**src/rtl/evt_pkg.sv**
```systemverilog
package evt_pkg;
  localparam int MIN_CH = 3;
  localparam int MAX_CH = 32;
  localparam int AW     = 10;

  localparam logic [AW-1:0] A_ID   = 10'h000;
  localparam logic [AW-1:0] A_PER  = 10'h004;
  localparam logic [AW-1:0] A_CFG  = 10'h010;
  localparam logic [AW-1:0] A_STS  = 10'h020;
  localparam logic [AW-1:0] A_CNTL = 10'h0F0;
  localparam logic [AW-1:0] A_CNTH = 10'h0F4;

  localparam logic [4:0] O_CFGL = 5'h00;
  localparam logic [4:0] O_CFGH = 5'h04;
  localparam logic [4:0] O_CMPL = 5'h08;
  localparam logic [4:0] O_CMPH = 5'h0C;
  localparam logic [4:0] O_RTL  = 5'h10;
  localparam logic [4:0] O_RTH  = 5'h14;

  typedef enum logic [2:0] {
    T_NONE, T_ID, T_PER, T_CFG, T_STS, T_CNTL, T_CNTH, T_CH
  } tgt_e;

  function automatic int clamp_ch(input int n);
    return (n < MIN_CH) ? MIN_CH : ((n > MAX_CH) ? MAX_CH : n);
  endfunction
endpackage

```
**src/rtl/evt_addr_decode.sv**
```systemverilog
module evt_addr_decode
  import evt_pkg::*;
#(
  parameter int NCH = 3
) (
  input  logic [AW-1:0] addr_i,
  output tgt_e          tgt_o,
  output logic [4:0]    idx_o,
  output logic          hit_o
);
  always_comb begin
    idx_o = addr_i[9:5] - 5'd8;
    hit_o = 1'b0;
    tgt_o = T_NONE;
    if (addr_i[9:8] != 2'b00) begin
      tgt_o = T_CH;
      hit_o = (int'(idx_o) < NCH);
    end else begin
      unique case (addr_i)
        A_ID:    tgt_o = T_ID;
        A_PER:   tgt_o = T_PER;
        A_CFG:   tgt_o = T_CFG;
        A_STS:   tgt_o = T_STS;
        A_CNTL:  tgt_o = T_CNTL;
        A_CNTH:  tgt_o = T_CNTH;
        default: tgt_o = T_NONE;
      endcase
    end
  end
endmodule

```
**src/rtl/evt_main_counter.sv**
```systemverilog
module evt_main_counter #(
  parameter int CW = 64
) (
  input  logic          clk_i,
  input  logic          rst_ni,
  input  logic          en_i,
  input  logic          we_lo_i,
  input  logic          we_hi_i,
  input  logic [31:0]   wdata_i,
  output logic [CW-1:0] cnt_o
);
  localparam int HW = CW / 2;

  // software load wins over the increment in the same cycle
  always_ff @(posedge clk_i or negedge rst_ni) begin
    if (!rst_ni)      cnt_o <= '0;
    else if (we_lo_i) cnt_o <= {cnt_o[CW-1:HW], wdata_i[HW-1:0]};
    else if (we_hi_i) cnt_o <= {wdata_i[HW-1:0], cnt_o[HW-1:0]};
    else if (en_i)    cnt_o <= cnt_o + {{(CW-1){1'b0}}, 1'b1};
  end

  a_r3_frozen: assert property (@(posedge clk_i) disable iff (!rst_ni)
    (!en_i && !we_lo_i && !we_hi_i) |=> $stable(cnt_o));
  a_r3_step: assert property (@(posedge clk_i) disable iff (!rst_ni)
    (en_i && !we_lo_i && !we_hi_i) |=> (cnt_o == $past(cnt_o) + 1));
  a_r4_lo_keeps_hi: assert property (@(posedge clk_i) disable iff (!rst_ni)
    we_lo_i |=> (cnt_o[CW-1:HW] == $past(cnt_o[CW-1:HW])));
  a_r4_hi_keeps_lo: assert property (@(posedge clk_i) disable iff (!rst_ni)
    (we_hi_i && !we_lo_i) |=> (cnt_o[HW-1:0] == $past(cnt_o[HW-1:0])));
endmodule

```
**src/rtl/evt_chan_regs.sv**
```systemverilog
module evt_chan_regs
  import evt_pkg::*;
#(
  parameter logic [31:0] ROUTE_CAP = 32'h0000_0F00
) (
  input  logic        clk_i,
  input  logic        rst_ni,
  input  logic        we_i,
  input  logic [4:0]  off_i,
  input  logic [31:0] wdata_i,
  output logic [31:0] rword_o,
  output logic        unset_o
);
  logic [31:0] cfg_q;
  logic [63:0] cmp_q;
  logic [63:0] rt_q;

  always_ff @(posedge clk_i or negedge rst_ni) begin
    if (!rst_ni) begin
      cfg_q <= '0;
      cmp_q <= '1;
      rt_q  <= '0;
    end else if (we_i) begin
      case (off_i)
        O_CFGL:  cfg_q        <= wdata_i;
        O_CMPL:  cmp_q[31:0]  <= wdata_i;
        O_CMPH:  cmp_q[63:32] <= wdata_i;
        O_RTL:   rt_q[31:0]   <= wdata_i;
        O_RTH:   rt_q[63:32]  <= wdata_i;
        default: ;
      endcase
    end
  end

  always_comb begin
    case (off_i)
      O_CFGL:  rword_o = cfg_q;
      O_CFGH:  rword_o = ROUTE_CAP;
      O_CMPL:  rword_o = cmp_q[31:0];
      O_CMPH:  rword_o = cmp_q[63:32];
      O_RTL:   rword_o = rt_q[31:0];
      O_RTH:   rword_o = rt_q[63:32];
      default: rword_o = '0;
    endcase
  end

  // an all-ones comparator marks the channel as never programmed
  assign unset_o = &cmp_q;
endmodule

```
**src/rtl/evt_timer_regs.sv**
```systemverilog
module evt_timer_regs
  import evt_pkg::*;
#(
  parameter int          NUM_CH    = 3,
  parameter logic [31:0] PERIOD_FS = 32'd20_000_000,
  parameter logic [31:0] ROUTE_CAP = 32'h0000_0F00,
  localparam int         NCH       = clamp_ch(NUM_CH)
) (
  input  logic            clk_i,
  input  logic            rst_ni,
  input  logic [AW-1:0]   addr_i,
  input  logic [31:0]     wdata_i,
  input  logic            we_i,
  input  logic            re_i,
  output logic [31:0]     rdata_o,
  input  logic [NCH-1:0]  sts_i,
  output logic [63:0]     cnt_o,
  output logic            en_o,
  output logic            legacy_o,
  output logic [NCH-1:0]  ch_we_o,
  output logic [4:0]      ch_off_o,
  output logic [31:0]     ch_wdata_o,
  output logic [NCH-1:0]  arm_o,
  output logic [NCH-1:0]  disarm_o
);
  localparam logic [4:0]  NCH_M1  = 5'(NCH - 1);
  localparam logic [31:0] ID_WORD = {16'h0, 1'b1, 1'b0, 1'b1, NCH_M1, 8'h01};

  tgt_e        tgt;
  logic [4:0]  idx;
  logic        hit;
  logic        en_q, leg_q;
  logic        cfg_we, rise, fall;
  logic [NCH-1:0] ch_sel, ch_unset, arm_q, disarm_q;
  logic [31:0] ch_rd [NCH];
  logic [31:0] ch_rword, rd_mux, rdata_q;

  evt_addr_decode #(.NCH(NCH)) u_dec (
    .addr_i (addr_i),
    .tgt_o  (tgt),
    .idx_o  (idx),
    .hit_o  (hit)
  );

  evt_main_counter #(.CW(64)) u_cnt (
    .clk_i   (clk_i),
    .rst_ni  (rst_ni),
    .en_i    (en_q),
    .we_lo_i (we_i && tgt == T_CNTL),
    .we_hi_i (we_i && tgt == T_CNTH),
    .wdata_i (wdata_i),
    .cnt_o   (cnt_o)
  );

  for (genvar n = 0; n < NCH; n++) begin : g_ch
    assign ch_sel[n]  = hit && (idx == 5'(n));
    assign ch_we_o[n] = we_i && ch_sel[n];
    evt_chan_regs #(.ROUTE_CAP(ROUTE_CAP)) u_ch (
      .clk_i   (clk_i),
      .rst_ni  (rst_ni),
      .we_i    (ch_we_o[n]),
      .off_i   (addr_i[4:0]),
      .wdata_i (wdata_i),
      .rword_o (ch_rd[n]),
      .unset_o (ch_unset[n])
    );
  end

  assign ch_off_o   = addr_i[4:0];
  assign ch_wdata_o = wdata_i;

  // global control: only enable and legacy bits exist
  assign cfg_we = we_i && (tgt == T_CFG);
  assign rise   = cfg_we &&  wdata_i[0] && !en_q;
  assign fall   = cfg_we && !wdata_i[0] &&  en_q;

  always_ff @(posedge clk_i or negedge rst_ni) begin
    if (!rst_ni) begin
      en_q     <= 1'b0;
      leg_q    <= 1'b0;
      arm_q    <= '0;
      disarm_q <= '0;
    end else begin
      if (cfg_we) begin
        en_q  <= wdata_i[0];
        leg_q <= wdata_i[1];
      end
      arm_q    <= rise ? ~ch_unset : '0;
      disarm_q <= fall ? '1 : '0;
    end
  end

  assign en_o     = en_q;
  assign legacy_o = leg_q;
  assign arm_o    = arm_q;
  assign disarm_o = disarm_q;

  always_comb begin
    ch_rword = '0;
    for (int n = 0; n < NCH; n++)
      if (ch_sel[n]) ch_rword = ch_rword | ch_rd[n];
  end

  always_comb begin
    case (tgt)
      T_ID:    rd_mux = ID_WORD;
      T_PER:   rd_mux = PERIOD_FS;
      T_CFG:   rd_mux = {30'd0, leg_q, en_q};
      T_STS:   rd_mux = 32'(sts_i);
      T_CNTL:  rd_mux = cnt_o[31:0];
      T_CNTH:  rd_mux = cnt_o[63:32];
      T_CH:    rd_mux = ch_rword;
      default: rd_mux = '0;
    endcase
  end

  always_ff @(posedge clk_i or negedge rst_ni) begin
    if (!rst_ni)   rdata_q <= '0;
    else if (re_i) rdata_q <= rd_mux;
  end
  assign rdata_o = rdata_q;

  a_r5_arm_on_rise: assert property (@(posedge clk_i) disable iff (!rst_ni)
    (|arm_q) |-> (en_q && !$past(en_q)));
  a_r6_disarm_on_fall: assert property (@(posedge clk_i) disable iff (!rst_ni)
    $fell(en_q) |-> (disarm_q == '1));
  a_r2_cfg_hold: assert property (@(posedge clk_i) disable iff (!rst_ni)
    !cfg_we |=> $stable({leg_q, en_q}));
  a_r12_strobe_onehot: assert property (@(posedge clk_i) disable iff (!rst_ni)
    $onehot0(ch_we_o));
  a_r8_oob_quiet: assert property (@(posedge clk_i) disable iff (!rst_ni)
    (we_i && !hit) |-> (ch_we_o == '0));
  a_r9_read_hold: assert property (@(posedge clk_i) disable iff (!rst_ni)
    !re_i |=> $stable(rdata_o));
endmodule

```
**config.mk**
```make
export PLATFORM = sky130hd
export DESIGN_NAME = evt_timer_regs
export DESIGN_NICKNAME = d
export VERILOG_FILES = /design/src/rtl/evt_pkg.sv /design/src/rtl/evt_addr_decode.sv /design/src/rtl/evt_main_counter.sv /design/src/rtl/evt_chan_regs.sv /design/src/rtl/evt_timer_regs.sv
export SDC_FILE = /design/constraint.sdc
export NUM_CORES = 1
export LEC_CHECK = 0
export BUFFER_PORTS_ARGS = -buffer_cell sky130_fd_sc_hd__buf_4
export CORE_MARGIN = 10
export CORE_UTILIZATION = 40
export CTS_BUF_LIST = sky130_fd_sc_hd__clkbuf_8
export DETAILED_ROUTE_END_ITERATION = 8
export PLACE_DENSITY = 0.54
export SETUP_SLACK_MARGIN = 0.4
export SLEW_MARGIN = 20
export SYNTH_ARGS = -nofsm -noshare
export SYNTH_HDL_FRONTEND = slang
export SYNTH_SLANG_ARGS = --single-unit
export TNS_END_PERCENT = 1
```
**constraint.sdc**
```tcl
create_clock -name clk_i -period 4.3 [get_ports clk_i]
set_input_delay 1.075 -clock clk_i [delete_from_list [all_inputs] [get_ports clk_i]]
set_output_delay 1.075 -clock clk_i [all_outputs]
set_load 0.05 [all_outputs]
```
* Yosys cells after proc, flatten, opt, wreduce, memory -nomap -nowiden
Index checks and enable logic that the tools add are counted.
** Storage, ports and cells
- Bits in registers :: 584
- Logic and storage cells :: 105
** Cells by class
- Equality and inequality tests :: 20
- Bitwise logic cells :: 4
- Reduce and logical (&&, ||, !) cells :: 41
- Mux-type cells :: 15
- Order comparisons :: 1
- Add/sub/neg operators :: 2
** Operators with widths (number)
- case mux 32 bit (6 select lines) :: 3
- case mux 32 bit (7 select lines) :: 1
- AND reduction 64 bit :: 3
- 2-to-1 mux 32 bit :: 4
- 2-to-1 mux 64 bit :: 2
- adder 64 x 1 -> 64 bit (second input constant) :: 1
- OR 32 bit :: 2
- AND reduction 2 bit :: 17
- equality test 10 x 8 -> 1 bit (second input constant) :: 2
- case mux 3 bit (6 select lines) :: 1
- logical AND 1 bit :: 13
- equality test 3 bit (second input constant) :: 4
- equality test 10 x 3 -> 1 bit (second input constant) :: 1
- equality test 10 x 5 -> 1 bit (second input constant) :: 1
- equality test 10 x 6 -> 1 bit (second input constant) :: 1
- equality test 5 x 4 -> 1 bit (second input constant) :: 2
- equality test 5 bit (second input constant) :: 2
- zero test 10 bit :: 1
- zero test 5 bit :: 2
- 2-to-1 mux 3 bit :: 3
- equality test 3 x 2 -> 1 bit (second input constant) :: 2
- nonzero test 2 bit :: 3
- equality test 5 x 1 -> 1 bit (second input constant) :: 1
- equality test 5 x 2 -> 1 bit (second input constant) :: 1
- 9 further kinds :: 10

* Logic depth before layout (Yosys ltp)
- Word-level depth :: 10
- Depth in mapped cells :: 10
- Gate-level depth less buffers :: 8

* Modules after synthesis
A second synthesis with hierarchy kept.
** Unflattened totals
- Cells, all modules :: 2538
- Area, all modules :: 30002.5 um^2
** Modules (own cells, without submodules)
- evt_chan_regs :: times used 3, cells each 563, area each 7474.7 um^2
- evt_main_counter :: times used 1, cells each 468, area each 3988.8 um^2
- evt_timer_regs :: times used 1, cells each 357, area each 3419.5 um^2
- evt_addr_decode :: times used 1, cells each 24, area each 170.2 um^2

* Worst setup path before layout
No wires, ideal clock.
- Path type :: input to output
- From :: input addr_i[8]
- To :: output ch_we_o[2]
- Path slack :: 0.704 ns
- Data arrival time :: 2.521 ns
- Stages on the path :: 7
- Path buffers :: 2
- Cells stage by stage :: inv_1 -> ha_1 -> nand2b_1 -> nor4_1 -> and3_1 -> clkbuf_1 -> buf_4
** On the way
- Word-level cells in the longest chain between the ends :: 5
** Ends and longest elaborated chain
- start: declaration :: line evt_timer_regs.sv:11 : input logic [AW-1:0] addr_i,
- subtractor 5 x 4 -> 5 bit :: line evt_addr_decode.sv:12 : idx_o = addr_i[9:5] - 5'd8;
- < comparator 5 x 2 -> 1 bit :: line evt_addr_decode.sv:17 : hit_o = (int'(idx_o) < NCH);
- 2-to-1 mux 1 bit :: line evt_addr_decode.sv:15 : if (addr_i[9:8] != 2'b00) begin
- logical AND 1 bit (*) :: line evt_timer_regs.sv:56 : assign ch_sel[n] = hit && (idx == 5'(n));
- logical AND 1 bit (*) :: line evt_timer_regs.sv:57 : assign ch_we_o[n] = we_i && ch_sel[n];
- end: declaration :: line evt_timer_regs.sv:20 : output logic [NCH-1:0] ch_we_o,
Every way passes the cells marked *; elsewhere a longest branch is shown, timed or not.

* Worst setup path in the final report
- From :: input addr_i[8]
- To :: output ch_we_o[0]
The elaborated chain is that of the path after synthesis.

==> flow_summary.json <==
{
  "synth-warning-count": 0,
  "finish.net_count": 2621,
  "synth_ff_type": "sky130_fd_sc_hd__dfrtp_1",
  "synthTopCellsByArea": "sky130_fd_sc_hd__dfrtp_1 (34%), sky130_fd_sc_hd__mux2_2 (20%), sky130_fd_sc_hd__dfstp_2 (18%)",
  "setup.worst_path.class": "in2out",
  "finalMaxSlewViolations": 0,
  "grtUsageTotal": 0.243,
  "grt_max_degree": 98,
  "grt_antenna_before_repair": 5,
  "floorplan.io_pins": 193,
  "crit_chain": "buf_4 > inv_1 > ha_1 > nand2b_1 > nor4_2 > buf_4 > and3b_1 > buf_4",
  "cts_post_setup_buffers_inserted": 0,
  "detailedPlacementHpwl_mm": 70.2,
  "yosys.cell_count.top_type": "sky130_fd_sc_hd__mux2_2",
  "cp.arrival_ns": 2.80,
  "final.setup_skew_ns": 0.0323,
  "max_slew.worst_pin.slew_ns": 1.15,
  "synth.distinct_cells": 74,
  "layout_stage_area_growth_over_the_synthesis_result_pct": 16.9,
  "firstDrtPassIters": 5,
  "p_leak_nw": 15.2,
  "max_cap_violations": 0,
  "final_layout_setup_total_negative_slack_ns": 0,
  "die-height_um": 288,
  "clk-insertion-delay-late_ns": 0.72,
  "yosys.area.top_type_share": 0.339,
  "hold-worst-slack_ns": 0.391,
  "total_wire_length_after_detailed_routing_mm": 103,
  "critical_path.endpoint_type": "output pin",
  "htree_num_levels": 3,
  "die_w_um": 288,
  "dp.cells": 3414,
  "cts_buffers": 103,
  "ys_ff_latch": 582,
  "setup_viol": 0,
  "fin_ws_ns": 0.421,
  "edff_count_synth": 0,
  "cts_max_path_buffers": 3,
  "num_vias": 21500,
  "finalCoreUtilization": 0.471,
  "ir_drop_mv": 0.248,
  "port_buffers": 192,
  "post-route-min-period_ns": 3.88,
  "dpl_worst_slack_ns": 0.341,
  "post_drt_via_cell_ratio": 5.95,
  "ant_nets": 0,
  "clock-sinks": 582,
  "drive_above_1_share": 0.443,
  "post_synth_instance_area_um2": 28800,
  "cpPeakStageDelay_ns": 0.38,
  "grt.overflow.total": 0,
  "crit_path_required_time_ns": 3.22,
  "timing.critical_path.slowest_stage_cell": "sky130_fd_sc_hd__nor4_2",
  "path_delay_family": "simple AND/OR/NAND/NOR gates",
  "die_area_um2": 83000,
  "synth_seq_area_share": 0.515,
  "core_area_um2": 71400,
  "rsz_0062_raised_after_global_routing": "false",
  "gp_congestion": 0.905,
  "clkSlewWorstSetupHoldPaths_ns": 0.07,
  "power.density_cell_area_nw_per_um2": 353,
  "fill_cells": 6591,
  "grt_first_pass_wirelength_mm": 151,
  "post_layout_nonfiller_instances": 3612,
  "cts_tree": "built",
  "worstPathMaxFanout": 6,
  "synth_largest_area_cell": "sky130_fd_sc_hd__dfrtp_1",
  "mappedNetlistNets": 2478,
  "synth_area_per_cell_um2": 11.9,
  "initial_core_util": 0.403,
  "final_hold_viol_count": 0,
  "worstSetupStartpointType": "primary input",
  "holdCritPathClass": "in2async",
  "cts.root.buffer_cell": "sky130_fd_sc_hd__clkbuf_8",
  "final_min_period_over_clock_period": 0.902,
  "cp_common_cell": "sky130_fd_sc_hd__buf_4",
  "drt_iter0_markers": 1731,
  "first_global_vias": 21900,
  "asyncSetResetFlopFracSynth": 1.00,
  "synthCells": 2426,
  "routedWlPerCell_um": 28.5,
  "status": "finished clean",
  "yosys-top-cells-count": "sky130_fd_sc_hd__mux2_2 (505), sky130_fd_sc_hd__dfrtp_1 (390), sky130_fd_sc_hd__dfstp_2 (192)",
  "placement_rows": 98,
  "max_freq_mhz": 258,
  "relSlewSlack": 0.228,
  "cp_num_buf_inv": 4,
  "detail_route.drc_violations": 0
}
[repair_timing]
| item | CTS | global route |
|---|---|---|
| resized for setup | 1 | 0 |
| hold buffers | 0 | 0 |
| endpoints found under the setup margin | 2 | 0 |
[report_power, final]
group | internal (mW) | total, mW | switching (mW)
Clock | 3.13 | 5.56 | 2.43
Sequential | 5.52 | 5.56 | 0.0373
Combinational | 0.185 | 0.735 | 0.550
[routing by layer]
layer / wire [µm] / track usage
met1: 44800 / 0.325
met2: 48100 / 0.391
met3: 6950 / 0.0487
met4: 3020 / 0.0835
met5: 9 / 0
[state kept, by name, indices dropped and copies added, names as in the netlist]
name,cells
g_ch.u_ch.cmp_q,192
disarm_o,1
en_o,1
g_ch.u_ch.cfg_q,96
u_cnt.cnt_o,64
arm_o,3
g_ch.u_ch.rt_q,192
legacy_o,1
rdata_o,32
[final timing paths]
kind                                           to  slack, ns  depth (start not counted)                  start
setup reg to reg                  u_cnt.cnt_o[60]       1.37                          6        u_cnt.cnt_o[18]
max in group asynchronous  g_ch[1].u_ch.cmp_q[58]       2.83                          2                 rst_ni
setup / recovery                       ch_we_o[0]       0.42                          8              addr_i[8]
hold / removal                    u_cnt.cnt_o[34]       0.39                          1                 rst_ni
min in group clk_i          g_ch[1].u_ch.rt_q[14]       0.50                          1  g_ch[1].u_ch.rt_q[14]
hold reg to reg             g_ch[1].u_ch.rt_q[14]       0.50                          1  g_ch[1].u_ch.rt_q[14]
[logic make-up (layout without fill, tap and decap cells)]
group                    Yosys count  after routing  synth area share
flip-flops                       582            582             0.515
AO/OA/AOI/OAI                    410            410            0.0904
adder cells (fa/ha/maj)            3              3           0.00131
AND/OR/NAND/NOR                  447            447            0.0815
multiplexers                     688            688             0.261
XOR/XNOR                          31             31           0.00944
other                              0              3                 0
buffers and inverters            265            498            0.0413
[stage by stage]
step / instance area, µm² / power (mW)
floorplan: 28800 / 6.00
global placement: 31300 / 6.38
detailed placement: 31300 / 6.39
CTS: 33600 / 12.0
global route: 33600 / 12.3
finish: 33600 / 11.9
[cell usage in the layout (no fill, tap or decap), types with 14 or more instances in the layout]
cell and count:
sky130_fd_sc_hd__a21oi_1 123, sky130_fd_sc_hd__o22ai_1 119, sky130_fd_sc_hd__nand3_1 37, sky130_fd_sc_hd__buf_12 24, sky130_fd_sc_hd__o221ai_1 14, sky130_fd_sc_hd__mux2i_1 182
sky130_fd_sc_hd__nor2_1 84, sky130_fd_sc_hd__nor4_1 25, sky130_fd_sc_hd__dfrtp_1 390, sky130_fd_sc_hd__mux2_2 505, sky130_fd_sc_hd__a22oi_1 15, sky130_fd_sc_hd__dfstp_2 192
sky130_fd_sc_hd__buf_4 250, sky130_fd_sc_hd__a221oi_1 14, sky130_fd_sc_hd__nor3_1 34, sky130_fd_sc_hd__clkinv_2 18, sky130_fd_sc_hd__xor2_1 19, sky130_fd_sc_hd__nand4_1 77
sky130_fd_sc_hd__clkbuf_8 140, sky130_fd_sc_hd__inv_1 56, sky130_fd_sc_hd__nand2_1 90, sky130_fd_sc_hd__o21ai_0 48, sky130_fd_sc_hd__nand2b_1 17
[area by class of cell]
cell class                 instances  area, µm²  share of cell area
tap                              950       1190              0.0353
clock buffer                     139       1910              0.0569
timing repair buffer             277       2400              0.0713
inverter                          26       97.6             0.00290
multi-input combinational       1579      12800               0.382
antenna                            3       7.51            0.000223
clock inverter                    56        369              0.0110
sequential                       582      14800               0.440
Power figures use the tool's default switching activity.
